**src/rtl/gpx_pkg.sv**
```systemverilog
package gpx_pkg;
  localparam int PIN_W     = 8;
  localparam int BYTE_W    = 8;
  localparam int REG_COUNT = 11;
  localparam int PTR_W     = $clog2(REG_COUNT);
  localparam logic [PTR_W-1:0] PTR_LAST = PTR_W'(REG_COUNT - 1);
  localparam logic [PTR_W-1:0] PTR_NONE = '1;
  localparam logic [3:0] OPCODE_FIXED = 4'b0100;

  localparam logic [PTR_W-1:0] RA_DIR  = 4'd0;
  localparam logic [PTR_W-1:0] RA_POL  = 4'd1;
  localparam logic [PTR_W-1:0] RA_IEN  = 4'd2;
  localparam logic [PTR_W-1:0] RA_CMPV = 4'd3;
  localparam logic [PTR_W-1:0] RA_CMPM = 4'd4;
  localparam logic [PTR_W-1:0] RA_CFG  = 4'd5;
  localparam logic [PTR_W-1:0] RA_PULL = 4'd6;
  localparam logic [PTR_W-1:0] RA_FLAG = 4'd7;
  localparam logic [PTR_W-1:0] RA_CAPT = 4'd8;
  localparam logic [PTR_W-1:0] RA_PORT = 4'd9;
  localparam logic [PTR_W-1:0] RA_LAT  = 4'd10;

  localparam int CFG_SEQ_HOLD = 5;
  localparam int CFG_ADDR_EN  = 3;
  localparam int CFG_IRQ_OD   = 2;
  localparam int CFG_IRQ_HIGH = 1;

  typedef enum logic [2:0] {
    FS_OPCODE, FS_REGADDR, FS_WDATA, FS_RDATA, FS_SKIP
  } frame_state_e;
endpackage

```
**src/rtl/gpx_spi_shifter.sv**
```systemverilog
module gpx_spi_shifter
  import gpx_pkg::*;
#(
  parameter int SYNC_STAGES = 2
) (
  input  logic              clk,
  input  logic              rst_n,
  input  logic              sck_i,
  input  logic              cs_n_i,
  input  logic              mosi_i,
  input  logic [BYTE_W-1:0] tx_byte,
  output logic              cs_active,
  output logic              byte_done,
  output logic [BYTE_W-1:0] rx_byte,
  output logic              miso
);
  localparam int CNT_W = $clog2(BYTE_W);

  logic [SYNC_STAGES-1:0] sck_sync, cs_sync, mosi_sync;
  logic                   sck_prev;
  logic                   sck_rise, sck_fall;
  logic [CNT_W-1:0]       bit_cnt;
  logic [BYTE_W-1:0]      tx_sr;

  always_ff @(posedge clk or negedge rst_n) begin
    if (!rst_n) begin
      sck_sync  <= '0;
      cs_sync   <= '1;
      mosi_sync <= '0;
      sck_prev  <= 1'b0;
    end else begin
      sck_sync  <= {sck_sync[SYNC_STAGES-2:0], sck_i};
      cs_sync   <= {cs_sync[SYNC_STAGES-2:0], cs_n_i};
      mosi_sync <= {mosi_sync[SYNC_STAGES-2:0], mosi_i};
      sck_prev  <= sck_sync[SYNC_STAGES-1];
    end
  end

  assign cs_active = ~cs_sync[SYNC_STAGES-1];
  assign sck_rise  = sck_sync[SYNC_STAGES-1] & ~sck_prev;
  assign sck_fall  = ~sck_sync[SYNC_STAGES-1] & sck_prev;

  // Receive: sample on rising edges, flag a byte after the last bit.
  always_ff @(posedge clk or negedge rst_n) begin
    if (!rst_n) begin
      bit_cnt   <= '0;
      rx_byte   <= '0;
      byte_done <= 1'b0;
    end else begin
      byte_done <= 1'b0;
      if (!cs_active) begin
        bit_cnt <= '0;
      end else if (sck_rise) begin
        rx_byte   <= {rx_byte[BYTE_W-2:0], mosi_sync[SYNC_STAGES-1]};
        bit_cnt   <= bit_cnt + 1'b1;
        byte_done <= (bit_cnt == CNT_W'(BYTE_W - 1));
      end
    end
  end

  // Transmit: on a falling edge at a byte boundary load, otherwise shift.
  always_ff @(posedge clk or negedge rst_n) begin
    if (!rst_n) begin
      tx_sr <= '0;
    end else if (cs_active && sck_fall) begin
      if (bit_cnt == '0) tx_sr <= tx_byte;
      else               tx_sr <= {tx_sr[BYTE_W-2:0], 1'b0};
    end
  end

  assign miso = tx_sr[BYTE_W-1];
endmodule

```
**src/rtl/gpx_frame_ctrl.sv**
```systemverilog
module gpx_frame_ctrl
  import gpx_pkg::*;
(
  input  logic              clk,
  input  logic              rst_n,
  input  logic              cs_active,
  input  logic              byte_done,
  input  logic [BYTE_W-1:0] rx_byte,
  input  logic [1:0]        hw_addr,
  input  logic              addr_match_en,
  input  logic              seq_hold,
  output logic              wr_en,
  output logic              rd_en,
  output logic [PTR_W-1:0]  acc_addr,
  output logic [PTR_W-1:0]  reg_ptr,
  output logic [BYTE_W-1:0] wr_data,
  output logic              miso_oe
);
  frame_state_e     state;
  logic             is_read;
  logic             op_ok;
  logic [PTR_W-1:0] ptr_step;

  always_comb begin
    op_ok = (rx_byte[7:4] == OPCODE_FIXED) &&
            (!addr_match_en || (rx_byte[2:1] == hw_addr));
    if (seq_hold)                ptr_step = reg_ptr;
    else if (reg_ptr >= PTR_LAST) ptr_step = '0;
    else                          ptr_step = reg_ptr + 1'b1;
  end

  always_ff @(posedge clk or negedge rst_n) begin
    if (!rst_n) begin
      state    <= FS_OPCODE;
      is_read  <= 1'b0;
      wr_en    <= 1'b0;
      rd_en    <= 1'b0;
      acc_addr <= '0;
      reg_ptr  <= '0;
      wr_data  <= '0;
    end else begin
      wr_en <= 1'b0;
      rd_en <= 1'b0;
      if (!cs_active) begin
        state <= FS_OPCODE;
      end else if (byte_done) begin
        unique case (state)
          FS_OPCODE: begin
            is_read <= rx_byte[0];
            state   <= op_ok ? FS_REGADDR : FS_SKIP;
          end
          FS_REGADDR: begin
            reg_ptr <= (rx_byte < BYTE_W'(REG_COUNT)) ? rx_byte[PTR_W-1:0] : PTR_NONE;
            state   <= is_read ? FS_RDATA : FS_WDATA;
          end
          FS_WDATA: begin
            wr_en    <= 1'b1;
            wr_data  <= rx_byte;
            acc_addr <= reg_ptr;
            reg_ptr  <= ptr_step;
          end
          FS_RDATA: begin
            rd_en    <= 1'b1;
            acc_addr <= reg_ptr;
            reg_ptr  <= ptr_step;
          end
          default: state <= FS_SKIP;
        endcase
      end
    end
  end

  assign miso_oe = cs_active && (state == FS_RDATA);
endmodule

```
**src/rtl/gpx_regfile.sv**
```systemverilog
module gpx_regfile
  import gpx_pkg::*;
#(
  parameter int SYNC_STAGES = 2
) (
  input  logic              clk,
  input  logic              rst_n,
  input  logic              wr_en,
  input  logic              rd_en,
  input  logic [PTR_W-1:0]  acc_addr,
  input  logic [BYTE_W-1:0] wr_data,
  input  logic [PTR_W-1:0]  rd_ptr,
  input  logic [PIN_W-1:0]  pin_in,
  output logic [BYTE_W-1:0] rd_data,
  output logic [PIN_W-1:0]  dir_q,
  output logic [PIN_W-1:0]  lat_q,
  output logic [PIN_W-1:0]  pull_q,
  output logic [PIN_W-1:0]  flag_q,
  output logic [PIN_W-1:0]  capt_q,
  output logic              seq_hold,
  output logic              addr_match_en,
  output logic              irq_od,
  output logic              irq_high
);
  logic [PIN_W-1:0]  pol_q, ien_q, cmpv_q, cmpm_q;
  logic [BYTE_W-1:0] cfg_q;
  logic [PIN_W-1:0]  pin_sync [SYNC_STAGES];
  logic [PIN_W-1:0]  pin_s, pin_prev, port_val, evt;
  logic              flag_clr;

  always_ff @(posedge clk or negedge rst_n) begin
    if (!rst_n) begin
      for (int s = 0; s < SYNC_STAGES; s++) pin_sync[s] <= '0;
      pin_prev <= '0;
    end else begin
      pin_sync[0] <= pin_in;
      for (int s = 1; s < SYNC_STAGES; s++) pin_sync[s] <= pin_sync[s-1];
      pin_prev <= pin_sync[SYNC_STAGES-1];
    end
  end

  assign pin_s    = pin_sync[SYNC_STAGES-1];
  assign port_val = pin_s ^ pol_q;

  // Per-pin change detection against previous sample or compare value.
  for (genvar i = 0; i < PIN_W; i++) begin : g_evt
    logic ref_bit;
    assign ref_bit = cmpm_q[i] ? cmpv_q[i] : pin_prev[i];
    assign evt[i]  = ien_q[i] & (pin_s[i] ^ ref_bit);
  end

  assign flag_clr = rd_en && (acc_addr == RA_PORT);

  always_ff @(posedge clk or negedge rst_n) begin
    if (!rst_n) begin
      dir_q  <= '1;
      pol_q  <= '0;
      ien_q  <= '0;
      cmpv_q <= '0;
      cmpm_q <= '0;
      cfg_q  <= '0;
      pull_q <= '0;
      lat_q  <= '0;
      flag_q <= '0;
      capt_q <= '0;
    end else begin
      if (wr_en) begin
        unique case (acc_addr)
          RA_DIR:          dir_q  <= wr_data;
          RA_POL:          pol_q  <= wr_data;
          RA_IEN:          ien_q  <= wr_data;
          RA_CMPV:         cmpv_q <= wr_data;
          RA_CMPM:         cmpm_q <= wr_data;
          RA_CFG:          cfg_q  <= wr_data;
          RA_PULL:         pull_q <= wr_data;
          RA_PORT, RA_LAT: lat_q  <= wr_data;
          default: ;
        endcase
      end
      flag_q <= (flag_clr ? '0 : flag_q) | evt;
      if ((flag_q == '0) && (evt != '0)) capt_q <= port_val;
    end
  end

  always_comb begin
    unique case (rd_ptr)
      RA_DIR:  rd_data = dir_q;
      RA_POL:  rd_data = pol_q;
      RA_IEN:  rd_data = ien_q;
      RA_CMPV: rd_data = cmpv_q;
      RA_CMPM: rd_data = cmpm_q;
      RA_CFG:  rd_data = cfg_q;
      RA_PULL: rd_data = pull_q;
      RA_FLAG: rd_data = flag_q;
      RA_CAPT: rd_data = capt_q;
      RA_PORT: rd_data = port_val;
      RA_LAT:  rd_data = lat_q;
      default: rd_data = '0;
    endcase
  end

  assign seq_hold      = cfg_q[CFG_SEQ_HOLD];
  assign addr_match_en = cfg_q[CFG_ADDR_EN];
  assign irq_od        = cfg_q[CFG_IRQ_OD];
  assign irq_high      = cfg_q[CFG_IRQ_HIGH];
endmodule

```
**src/rtl/gpx_spi_expander.sv**
```systemverilog
module gpx_spi_expander
  import gpx_pkg::*;
#(
  parameter int SYNC_STAGES = 2
) (
  input  logic             clk,
  input  logic             rst_n,
  input  logic [1:0]       hw_addr,
  input  logic             spi_sck,
  input  logic             spi_cs_n,
  input  logic             spi_mosi,
  output logic             spi_miso,
  output logic             spi_miso_oe,
  input  logic [PIN_W-1:0] pin_in,
  output logic [PIN_W-1:0] pin_out,
  output logic [PIN_W-1:0] pin_oe,
  output logic [PIN_W-1:0] pull_en,
  output logic             irq_out,
  output logic             irq_oe
);
  logic              cs_active, byte_done;
  logic [BYTE_W-1:0] rx_byte, tx_byte, wr_data;
  logic              wr_en, rd_en;
  logic [PTR_W-1:0]  acc_addr, reg_ptr;
  logic [PIN_W-1:0]  dir_q, lat_q, pull_q, flag_q, capt_q;
  logic              seq_hold, addr_match_en, irq_od, irq_high, irq_any;

  gpx_spi_shifter #(.SYNC_STAGES(SYNC_STAGES)) u_shift (
    .clk(clk), .rst_n(rst_n), .sck_i(spi_sck), .cs_n_i(spi_cs_n),
    .mosi_i(spi_mosi), .tx_byte(tx_byte), .cs_active(cs_active),
    .byte_done(byte_done), .rx_byte(rx_byte), .miso(spi_miso)
  );

  gpx_frame_ctrl u_frame (
    .clk(clk), .rst_n(rst_n), .cs_active(cs_active), .byte_done(byte_done),
    .rx_byte(rx_byte), .hw_addr(hw_addr), .addr_match_en(addr_match_en),
    .seq_hold(seq_hold), .wr_en(wr_en), .rd_en(rd_en), .acc_addr(acc_addr),
    .reg_ptr(reg_ptr), .wr_data(wr_data), .miso_oe(spi_miso_oe)
  );

  gpx_regfile #(.SYNC_STAGES(SYNC_STAGES)) u_regs (
    .clk(clk), .rst_n(rst_n), .wr_en(wr_en), .rd_en(rd_en),
    .acc_addr(acc_addr), .wr_data(wr_data), .rd_ptr(reg_ptr),
    .pin_in(pin_in), .rd_data(tx_byte), .dir_q(dir_q), .lat_q(lat_q),
    .pull_q(pull_q), .flag_q(flag_q), .capt_q(capt_q), .seq_hold(seq_hold),
    .addr_match_en(addr_match_en), .irq_od(irq_od), .irq_high(irq_high)
  );

  assign pin_oe  = ~dir_q;
  assign pin_out = lat_q;
  assign pull_en = pull_q;
  assign irq_any = |flag_q;

  always_comb begin
    if (irq_od) begin
      irq_out = 1'b0;
      irq_oe  = irq_any;
    end else begin
      irq_oe  = 1'b1;
      irq_out = irq_high ? irq_any : ~irq_any;
    end
  end
endmodule

```
**config.mk**
```make
export PLATFORM = sky130hd
export DESIGN_NAME = gpx_spi_expander
export DESIGN_NICKNAME = d
export VERILOG_FILES = /design/src/rtl/gpx_pkg.sv /design/src/rtl/gpx_spi_shifter.sv /design/src/rtl/gpx_frame_ctrl.sv /design/src/rtl/gpx_regfile.sv /design/src/rtl/gpx_spi_expander.sv
export SDC_FILE = /design/constraint.sdc
export NUM_CORES = 1
export LEC_CHECK = 0
export BUFFER_PORTS_ARGS = -buffer_cell sky130_fd_sc_hd__buf_2
export CAP_MARGIN = 15
export CORE_ASPECT_RATIO = 1.4
export CORE_MARGIN = 1.5
export CORE_UTILIZATION = 42
export CTS_CLUSTER_DIAMETER = 100
export DETAILED_ROUTE_END_ITERATION = 16
export HOLD_SLACK_MARGIN = 0.1
export SYNTH_ARGS = -nofsm -noshare
export SYNTH_HDL_FRONTEND = slang
export SYNTH_SLANG_ARGS = --single-unit
```
**constraint.sdc**
```tcl
create_clock -name clk -period 1.72 [get_ports clk]
set_input_delay 0.258 -clock clk [delete_from_list [all_inputs] [get_ports clk]]
set_output_delay 0.258 -clock clk [all_outputs]
set_load 0.005 [all_outputs]
```
# After elaboration in Yosys (flattened, before gate mapping)
# Cells that the tools add are included.
[totals]
ff_bits = 153
input_bits = 15
[op_classes]
eq_ne = 26
n_mux = 33
n_addsub = 2
reduce_logical = 33
order_cmp = 2
bitwise = 25
[op_table]
columns = ["op", "count"]
rows = [
  ["$pmux W8 S11", 1],
  ["$eq A4 B3 Y1 const B", 8],
  ["$eq A4 B4 Y1 const B", 5],
  ["$mux W1", 20],
  ["$reduce_and A2 Y1", 10],
  ["$eq A4 B2 Y1 const B", 4],
  ["$mux W8", 2],
  ["$mux W3", 5],
  ["$mux W4", 3],
  ["$and A1 B1 Y1", 10],
  ["$pmux W3 S3", 1],
  ["$reduce_and A3 Y1", 3],
  ["$eq A4 B1 Y1 const B", 2],
  ["$logic_not A4 Y1", 2],
  ["$logic_not A8 Y1", 1],
  ["$lt A8 B4 Y1 const B", 1],
  ["$not A8 Y8", 1],
  ["$or A8 B8 Y8", 1],
  ["$pmux W4 S2", 1],
  ["$reduce_bool A8 Y1", 1],
  ["$reduce_or A8 Y1", 1],
  ["$xor A1 B1 Y1", 8],
  ["$xor A8 B8 Y8", 1],
  ["$eq A3 B2 Y1 const B", 2],
  ["16 further kinds", 27],
]

# Depth between registers and ports, before layout
# Gate-level depths: netlist (run 1).
[depth]
ltp_word = 7
mapped_depth = 8

# Modules after synthesis
# From an unflattened synthesis (run 1), not the netlist that was laid out.
[unflattened]
cells_unflattened = 555
hier_area_um2 = 7075.5
[modules_own_cells]
columns = ["module", "cells_per_inst", "area_per_inst_um2", "n_inst"]
rows = [
  ["gpx_regfile", 370, 4825.9, 1],
  ["gpx_spi_shifter", 80, 1118.6, 1],
  ["gpx_frame_ctrl", 90, 1051.0, 1],
  ["gpx_spi_expander", 15, 80.1, 1],
]

# Worst setup path before layout (run 1)
# OpenSTA, ideal clock, no wires.
[synth_timing]
path_kind = "reg-to-reg"
from = "reg u_frame.reg_ptr[0]"
to = "reg u_shift.tx_sr[1]"
arrival_ns = 1.680
setup_ns = 0.141
setup_slack_ns = -0.102
path_stages_with_launch = 9
synth_period_minus_slack_ns = 1.822
cell_sequence = "dfrtp_1 inv_1 ha_1 buf_2 buf_1 a222oi_1 o21ai_0 o21ai_0 a31oi_1"
[synth_between]
elab_chain_cells = 3
word_cells_on_any_way = 13
classes_between = "eq/ne: 10; mux: 2; reduce/logical: 1"
[synth_rtl]
columns = ["item", "line", "text"]
rows = [
  ["start: declaration", "gpx_frame_ctrl.sv:15", "output logic [PTR_W-1:0] reg_ptr,"],
  ["start signal: assignment", "gpx_frame_ctrl.sv:53", "reg_ptr <= (rx_byte < BYTE_W'(REG_COUNT)) ? rx_byte[PTR_W-1:0] : PTR_NONE;"],
  ["start signal: assignment", "gpx_frame_ctrl.sv:60", "reg_ptr <= ptr_step;"],
  ["start signal: assignment", "gpx_frame_ctrl.sv:65", "reg_ptr <= ptr_step;"],
  ["$eq A4 B4 Y1, or another cell as far along", "gpx_regfile.sv:86", "unique case (rd_ptr)"],
  ["$pmux W8 S11 (*)", "gpx_regfile.sv:86", ""],
  ["$mux W8 (*)", "gpx_spi_shifter.sv:66", "if (bit_cnt == '0) tx_sr <= tx_byte;"],
  ["end signal: assignment", "gpx_spi_shifter.sv:66", ""],
  ["end signal: assignment", "gpx_spi_shifter.sv:67", "else tx_sr <= {tx_sr[BYTE_W-2:0], 1'b0};"],
  ["end: declaration", "gpx_spi_shifter.sv:23", "logic [BYTE_W-1:0] tx_sr;"],
]
# Mark *: on every way between the ends. The rest lies on a longest branch, timed or not.
# A chain may end at the register's enable or synchronous reset.

# Final worst setup path (run 1)
[layout_timing]
from = "reg u_regs.flag_q[6]"
to = "out irq_out"
[layout_between]
elab_chain_cells = 4
[layout_rtl]
columns = ["item", "line", "text"]
rows = [
  ["start: declaration", "gpx_regfile.sv:18", "output logic [PIN_W-1:0] flag_q,"],
  ["start signal: assignment", "gpx_regfile.sv:80", "flag_q <= (flag_clr ? '0 : flag_q) | evt;"],
  ["$reduce_or A8 Y1 (*)", "gpx_spi_expander.sv:52", "assign irq_any = |flag_q;"],
  ["$not A1 Y1", "gpx_spi_expander.sv:60", "irq_out = irq_high ? irq_any : ~irq_any;"],
  ["$mux W1 (*)", "gpx_spi_expander.sv:60", ""],
  ["$mux W1 (*)", "gpx_spi_expander.sv:55", "if (irq_od) begin"],
  ["end: declaration", "gpx_spi_expander.sv:18", "output logic irq_out,"],
]
# Marked as above.

==> flow_summary_export.csv, run 1 <==
group,metric,value,unit
yosys,synth_cell_types,54,
run,cap_violations,0,
power,p_leak,4.35,nW
yosys,synth_fp_nets,554,
sta,final.min_clock_period,2070,ps
floorplan,start_util,0.432,
global_route,grt-ovfl-total,0,
global_route,grt_pass1_vias,5511,
placed_design,placedCellCount,856,
sta,finalHoldViolations,0,
sta,fin_ws,-348,ps
yosys,synthCells,532,
drt,vias,5161,
yosys,ys.flop_type,"dfrtp_1",
worst_setup_path,rr_endpoint,"u_regs.capt_q[7]",
yosys,avgSynthCellArea,12.8,um^2
worst_setup_path,r2r_start,"u_regs.cmpm_q[1]",
worst_setup_path,crit_type,"register to primary output",
yosys,synth_area,6800,um^2
clocking,root_buffer,"clkbuf_16",
final_layout,layout.nets,735,
clocking,cts_tree,"built",
final_layout,area_delta_synth_final,37.8,%
worst_setup_path,reg2reg_setup_slack,-150,ps
sta,drv_slew,0,
power,power.density,918,nW/um^2
drt,wl_per_cell,20.7,um
global_route,antenna_found_initial,0,
outcome,violations,"negative setup slack",
sta,period_share,1.20,
floorplan,core_area,15700,um^2
worst_setup_path,endpoint,"irq_out",
yosys,synth_common_cells,"dfrtp_1 (143), mux2_2 (96), nand2_1 (33)",
yosys,ys_ff_latch,153,
worst_setup_path,arrival,1810,ps
clocking,cts_buffers,17,
placed_design,gp_congestion,0.915,
sta,maxSlewHeadroom,0.626,
yosys,synth_edf_count,0,
floorplan,die_area,17000,um^2
drt,drt_iter0_markers,331,
outcome,outcome,"finished with violations",
global_route,grt_max_degree,55,
drt,first_pass_iters,5,
yosys,yosys_warnings,0,
worst_setup_path,path_max_fanout,2,
clocking,h-tree-depth,4,
yosys,synth_top_area_frac,0.526,
yosys,synth_most_common_cell,"dfrtp_1",
sta,worst_slew_pin_slew,561,ps
final_layout,fin_util,0.595,
clocking,clk_latency,420,ps
yosys,ys_top_cells_by_area,"dfrtp_1 (53%), mux2_2 (16%), dfstp_2 (3.9%), a22o_1 (1.9%), mux2i_1 (1.9%)",
sta,rsz0062_at_grt,"true",
placed_design,dp_slack,-299,ps
sta,skew,9.27,ps
clocking,clkSinkCount,153,
global_route,gr-usage-all-layers,0.236,
drt,drc_errors,0,
floorplan,die_height,154,um
sta,setup_viol,18,
drt,viasPerCell,5.60,
yosys,seq_area_frac_synth,0.565,
clocking,clock_path_buffers,2,
min_path,hold_class,"register to register",
floorplan,die_w,111,um
worst_setup_path,crit_required,1460,ps
placed_design,dp_hpwl,13.2,mm
worst_setup_path,startpoint_type,"register",
floorplan,io_pins,43,
final_layout,drive_above_1_share,0.500,
global_route,grt_pass1_wl,30.7,mm
worst_setup_path,critPathLaunch,"u_regs.flag_q[6]",
final_layout,diodes,0,
clocking,clk_pin_slew,60,ps
worst_setup_path,reg2reg_depth,6,
placed_design,io_buffers,42,
power,irDropWorstVdd,0.542,mV
worst_setup_path,crit_path_end_kind,"primary output",
floorplan,rows,54,
drt,routed_wl,19.1,mm
yosys,synth_largest_area_cell,"dfrtp_1",
sta,whs,345,ps
final_layout,fillerInstances,1254,
final_layout,finalNonFillerCells,922,
sta,fmax,484,MHz
drt,ant_nets,0,
yosys,async_flop_share,1.00,
## power by group
group / switching [mW] / internal (mW) / total [mW] / leakage [nW]
Clock: 1.46 / 2.61 / 4.07 / 0.306
Combinational: 0.320 / 0.309 / 0.630 / 2.04
Sequential: 0.147 / 3.75 / 3.89 / 2.00
Total: 1.93 / 6.66 / 8.59 / 4.35
## sequential cells by signal, indices dropped and copies added, names as in the netlist, 2 cells and up
register	count
u_shift.mosi_sync	2
u_shift.bit_cnt	3
u_regs.cmpm_q	8
u_regs.pol_q	8
u_regs.dir_q	8
u_frame.acc_addr	4
u_shift.cs_sync	2
u_regs.pin_sync	8
u_regs.cmpv_q	8
u_regs.capt_q	8
u_regs.pull_q	8
u_shift.tx_sr	8
u_shift.rx_byte	8
u_regs.cfg_q	8
u_regs.pin_s	8
u_frame.state	3
u_regs.ien_q	8
u_frame.wr_data	8
u_regs.pin_prev	8
u_shift.sck_sync	2
u_regs.lat_q	8
u_frame.reg_ptr	4
u_regs.flag_q	8
## worst min-delay path by stage
stage	startpoint	end	cells after the start
floorplan	rst_n	u_frame.acc_addr[0]	0
global placement	rst_n	u_shift.sck_sync[0]	1
detailed placement	rst_n	u_shift.sck_sync[0]	1
CTS	u_regs.pin_sync[9]	u_regs.pin_s[1]	0
global route	u_shift.mosi_sync[0]	u_shift.mosi_sync[1]	0
finish	u_regs.pin_sync[9]	u_regs.pin_s[1]	0
## logic make-up (layout without fill, tap and decap cells)
logic type | Yosys count | in the layout | share of synthesized area
compound gates | 95 | 95 | 0.107
xor+xnor | 20 | 20 | 0.0258
fa+ha+maj | 7 | 7 | 0.0129
buf+inv | 36 | 230 | 0.0215
flops | 153 | 153 | 0.565
mux | 112 | 112 | 0.183
simple gates | 109 | 109 | 0.0849
## critical path: stages, from the launching register on
cell	delay (ps)
dfrtp_1	390
nor4_2	290
buf_4	180
nand2_4	50
buf_6	130
xor2_2	130
nor2_1	100
buf_2	120
## cells in the final DEF, fill, tap and decap left out, types with 4 or more instances in the layout
cell and instances:
a21oi_1 11, a221oi_2 5, a222oi_1 4, a22o_1 15, a22oi_1 9, a31oi_1 10, and2_1 5, buf_12 7
buf_2 41, buf_4 111, buf_6 12, bufinv_16 5, clkbuf_16 17, dfrtp_1 139, dfrtp_2 4, dfstp_2 10
dlygate4sd3_1 12, inv_1 12, mux2_2 89, mux2_4 10, mux2i_1 13, nand2_1 32, nand2b_1 7, nand3_1 7
nor2_1 15, nor2b_1 9, nor3_1 5, nor3b_2 4, o21ai_0 5, o21ai_1 4, xnor2_1 8, xor2_1 11
## what timing repair did
item | 4_1_cts | 5_1_grt
resized for setup | 59 | 23
hold buffers | 12 | 0
buffers inserted | 16 | 7
setup endpoints to repair | 23 | 30
pin swaps | 22 | 16
hold endpoints to repair | 53 | 0
cloned | 0 | 0
## area by class of cell
cell class / instances / area [um^2] / share of cell area
tap: 196 / 245 / 0.0262
sequential: 153 / 3850 / 0.411
multi-input combinational: 343 / 3120 / 0.334
inverter: 14 / 57.6 / 0.00615
clock inverter: 12 / 196 / 0.0210
clock buffer: 20 / 447 / 0.0477
timing repair buffer: 184 / 1450 / 0.155
## metal layers
layer	vias up	GRT usage	part of all wire
li1	2309	-	-
met1	2630	0.280	0.39
met2	159	0.400	0.51
met3	63	0.0481	0.040
met4	0	0.130	0.057
met5	-	0	0
## stage by stage
stage	total power, mW	instance area, um^2	setup TNS [ps]
2_1_floorplan	4.19	6830	-359
3_3_place_gp	4.51	8070	-2380
3_5_place_dp	4.54	8070	-3530
4_1_cts	8.64	9220	-2680
5_1_grt	8.93	9360	-3550
6_report	8.59	9360	-2390
(Power assumes the default switching activity.)
==> inputs of run 2 (changes only) <==
- CORE_ASPECT_RATIO: 1.4 -> 0.7
- CTS_BUF_LIST: default -> sky130_fd_sc_hd__clkbuf_8
- SETUP_SLACK_MARGIN: default -> 0.05
==> run 2 against run 1 <==
The run still ends with negative setup slack left; flip-flop and latch count is the same; final cell count rose by 1.7%; clock power decreased by 29%; wire length grew 3.8%; maximum frequency shrank 3.0%; power shrank 14%; critical path type unchanged.
==> flow_summary_export.csv, run 2 (same netlist as run 1, synthesis figures left out) <==
group,metric,value,unit
sta,setup_viol,18,
sta,finalHoldViolations,0,
final_layout,final_common_cell,"dfrtp_1",
placed_design,io_buffers,42,
drt,vias,5193,
clocking,root_buffer,"clkbuf_8",
final_layout,diodes,0,
floorplan,start_util,0.435,
min_path,hold_class,"primary input to asynchronous set/reset pin",
outcome,violations,"negative setup slack",
power,irDropWorstVdd,0.465,mV
global_route,grt_max_degree,47,
power,p_leak,4.36,nW
worst_setup_path,cp.buffers_inverters,3,
sta,period_share,1.24,
floorplan,core_area,15600,um^2
placed_design,gp_congestion,0.865,
worst_setup_path,path_max_fanout,2,
outcome,outcome,"finished with violations",
final_layout,fillerInstances,1235,
worst_setup_path,reg2reg_setup_slack,-230,ps
worst_setup_path,reg2reg_depth,7,
final_layout,layout.nets,747,
worst_setup_path,arrival,1870,ps
worst_setup_path,crit_chain,"nor4_4 > buf_4 > nand2_4 > buf_6 > xor2_1 > nor2_1 > buf_2",
drt,drt_iter0_markers,441,
sta,final.setup.tns,-3410,ps
worst_setup_path,crit_type,"register to primary output",
placed_design,dp_hpwl,13.2,mm
clocking,cts_tree,"built",
sta,worst_slew_pin_slew,507,ps
drt,wl_per_cell,21.1,um
global_route,antenna_found_initial,0,
drt,first_pass_iters,5,
drt,ant_nets,0,
worst_setup_path,crit_family,"flip-flops",
final_layout,most-common-layout-cells,"dfrtp_1 (139), buf_4 (114), mux2_2 (94)",
power,power.density,793,nW/um^2
final_layout,drive_above_1_share,0.516,
drt,routed_wl,19.8,mm
final_layout,area_delta_synth_final,37.5,%
sta,drv_slew,0,
worst_setup_path,rr_endpoint,"u_regs.capt_q[2]",
worst_setup_path,slowest_delay,440,ps
global_route,grt_pass1_vias,5271,
sta,maxSlewHeadroom,0.661,
floorplan,die_area,17000,um^2
clocking,clkSinkCount,153,
sta,fin_ws,-411,ps
sta,skew,16.2,ps
floorplan,io_pins,43,
clocking,h-tree-depth,4,
worst_setup_path,r2r_start,"u_regs.flag_q[6]",
sta,fmax,469,MHz
worst_setup_path,crit_required,1460,ps
global_route,grt-ovfl-total,0,
floorplan,die_height,109,um
run,cap_violations,0,
clocking,clk_latency,450,ps
global_route,grt_pass1_wl,30.2,mm
sta,final.min_clock_period,2130,ps
clocking,cts_buffers,17,
worst_setup_path,startpoint_type,"register",
sta,whs,323,ps
global_route,gr-usage-all-layers,0.242,
worst_setup_path,critPathSlowestCell,"dfrtp_1",
clocking,clk_pin_slew,80,ps
drt,viasPerCell,5.54,
clocking,clock_path_buffers,2,
floorplan,die_w,155,um
drt,drc_errors,0,
floorplan,rows,38,
worst_setup_path,crit_path_end_kind,"primary output",
sta,rsz0062_at_grt,"true",
==> run 2: where the power goes <==
part	switching (mW)	leakage (nW)	total [mW]	internal, mW
registers	0.145	2.00	3.88	3.74
clock network	1.42	0.207	2.90	1.48
logic	0.318	2.15	0.625	0.307
==> run 2: layout make-up <==
class	count	area, um^2	area share
flip-flops and latches	153	3850	0.411
inverters	14	58.8	0.00629
well taps	200	250	0.0268
clock buffers	18	248	0.0265
repair buffers	196	1610	0.172
multi-input cells	343	3160	0.338
clock inverters	14	174	0.0186
==> run 2: what timing repair did <==
item	in CTS	in global routing
buffers inserted	25	14
pin swaps	20	32
hold buffers	12	0
cloned	0	1
setup endpoints to repair	29	54
hold endpoints to repair	53	0
resized for setup	55	30
==> run 2: routing by layer <==
layer	global-route usage	vias to the layer above	wire [um]
li1	-	2345	-
met4	0.0845	0	419
met2	0.370	187	8860
met1	0.351	2630	9380
met3	0.0414	31	1130
met5	0	-	0
==> run 2: worst register-to-register path, cell delays in order, from the launching register on <==
cell,delay [ps]
dfrtp_1,440
nor4_4,300
buf_4,190
nand2_4,50
buf_4,150
a41oi_4,200
buf_6,170
mux2_2,330
==> run 2: worst max-delay path by stage <==
stage | from | endpoint | slack, ps | depth (start not counted)
6_report | u_regs.flag_q[6] | irq_out | -410 | 7
5_1_grt | u_regs.flag_q[3] | irq_out | -510 | 7
4_1_cts | u_regs.flag_q[5] | irq_out | -450 | 7
3_5_place_dp | u_regs.flag_q[6] | u_regs.capt_q[1] | -270 | 6
3_3_place_gp | u_regs.flag_q[6] | u_regs.capt_q[2] | -250 | 6
2_1_floorplan | u_regs.cmpm_q[1] | u_regs.capt_q[0] | -50 | 5
==> run 2: per-stage QoR <==
stage / total power [mW] / util / worst slack (ps) / area, um^2 / instances
4_1_cts: 7.44 / 0.581 / -445 / 9080 / 923
3_3_place_gp: 4.51 / 0.514 / -249 / 8040 / 854
5_1_grt: 7.71 / 0.598 / -506 / 9350 / 938
2_1_floorplan: 4.19 / - / -51.0 / 6860 / 532
3_5_place_dp: 4.53 / 0.514 / -274 / 8040 / 854
6_report: 7.41 / 0.598 / -411 / 9350 / 938
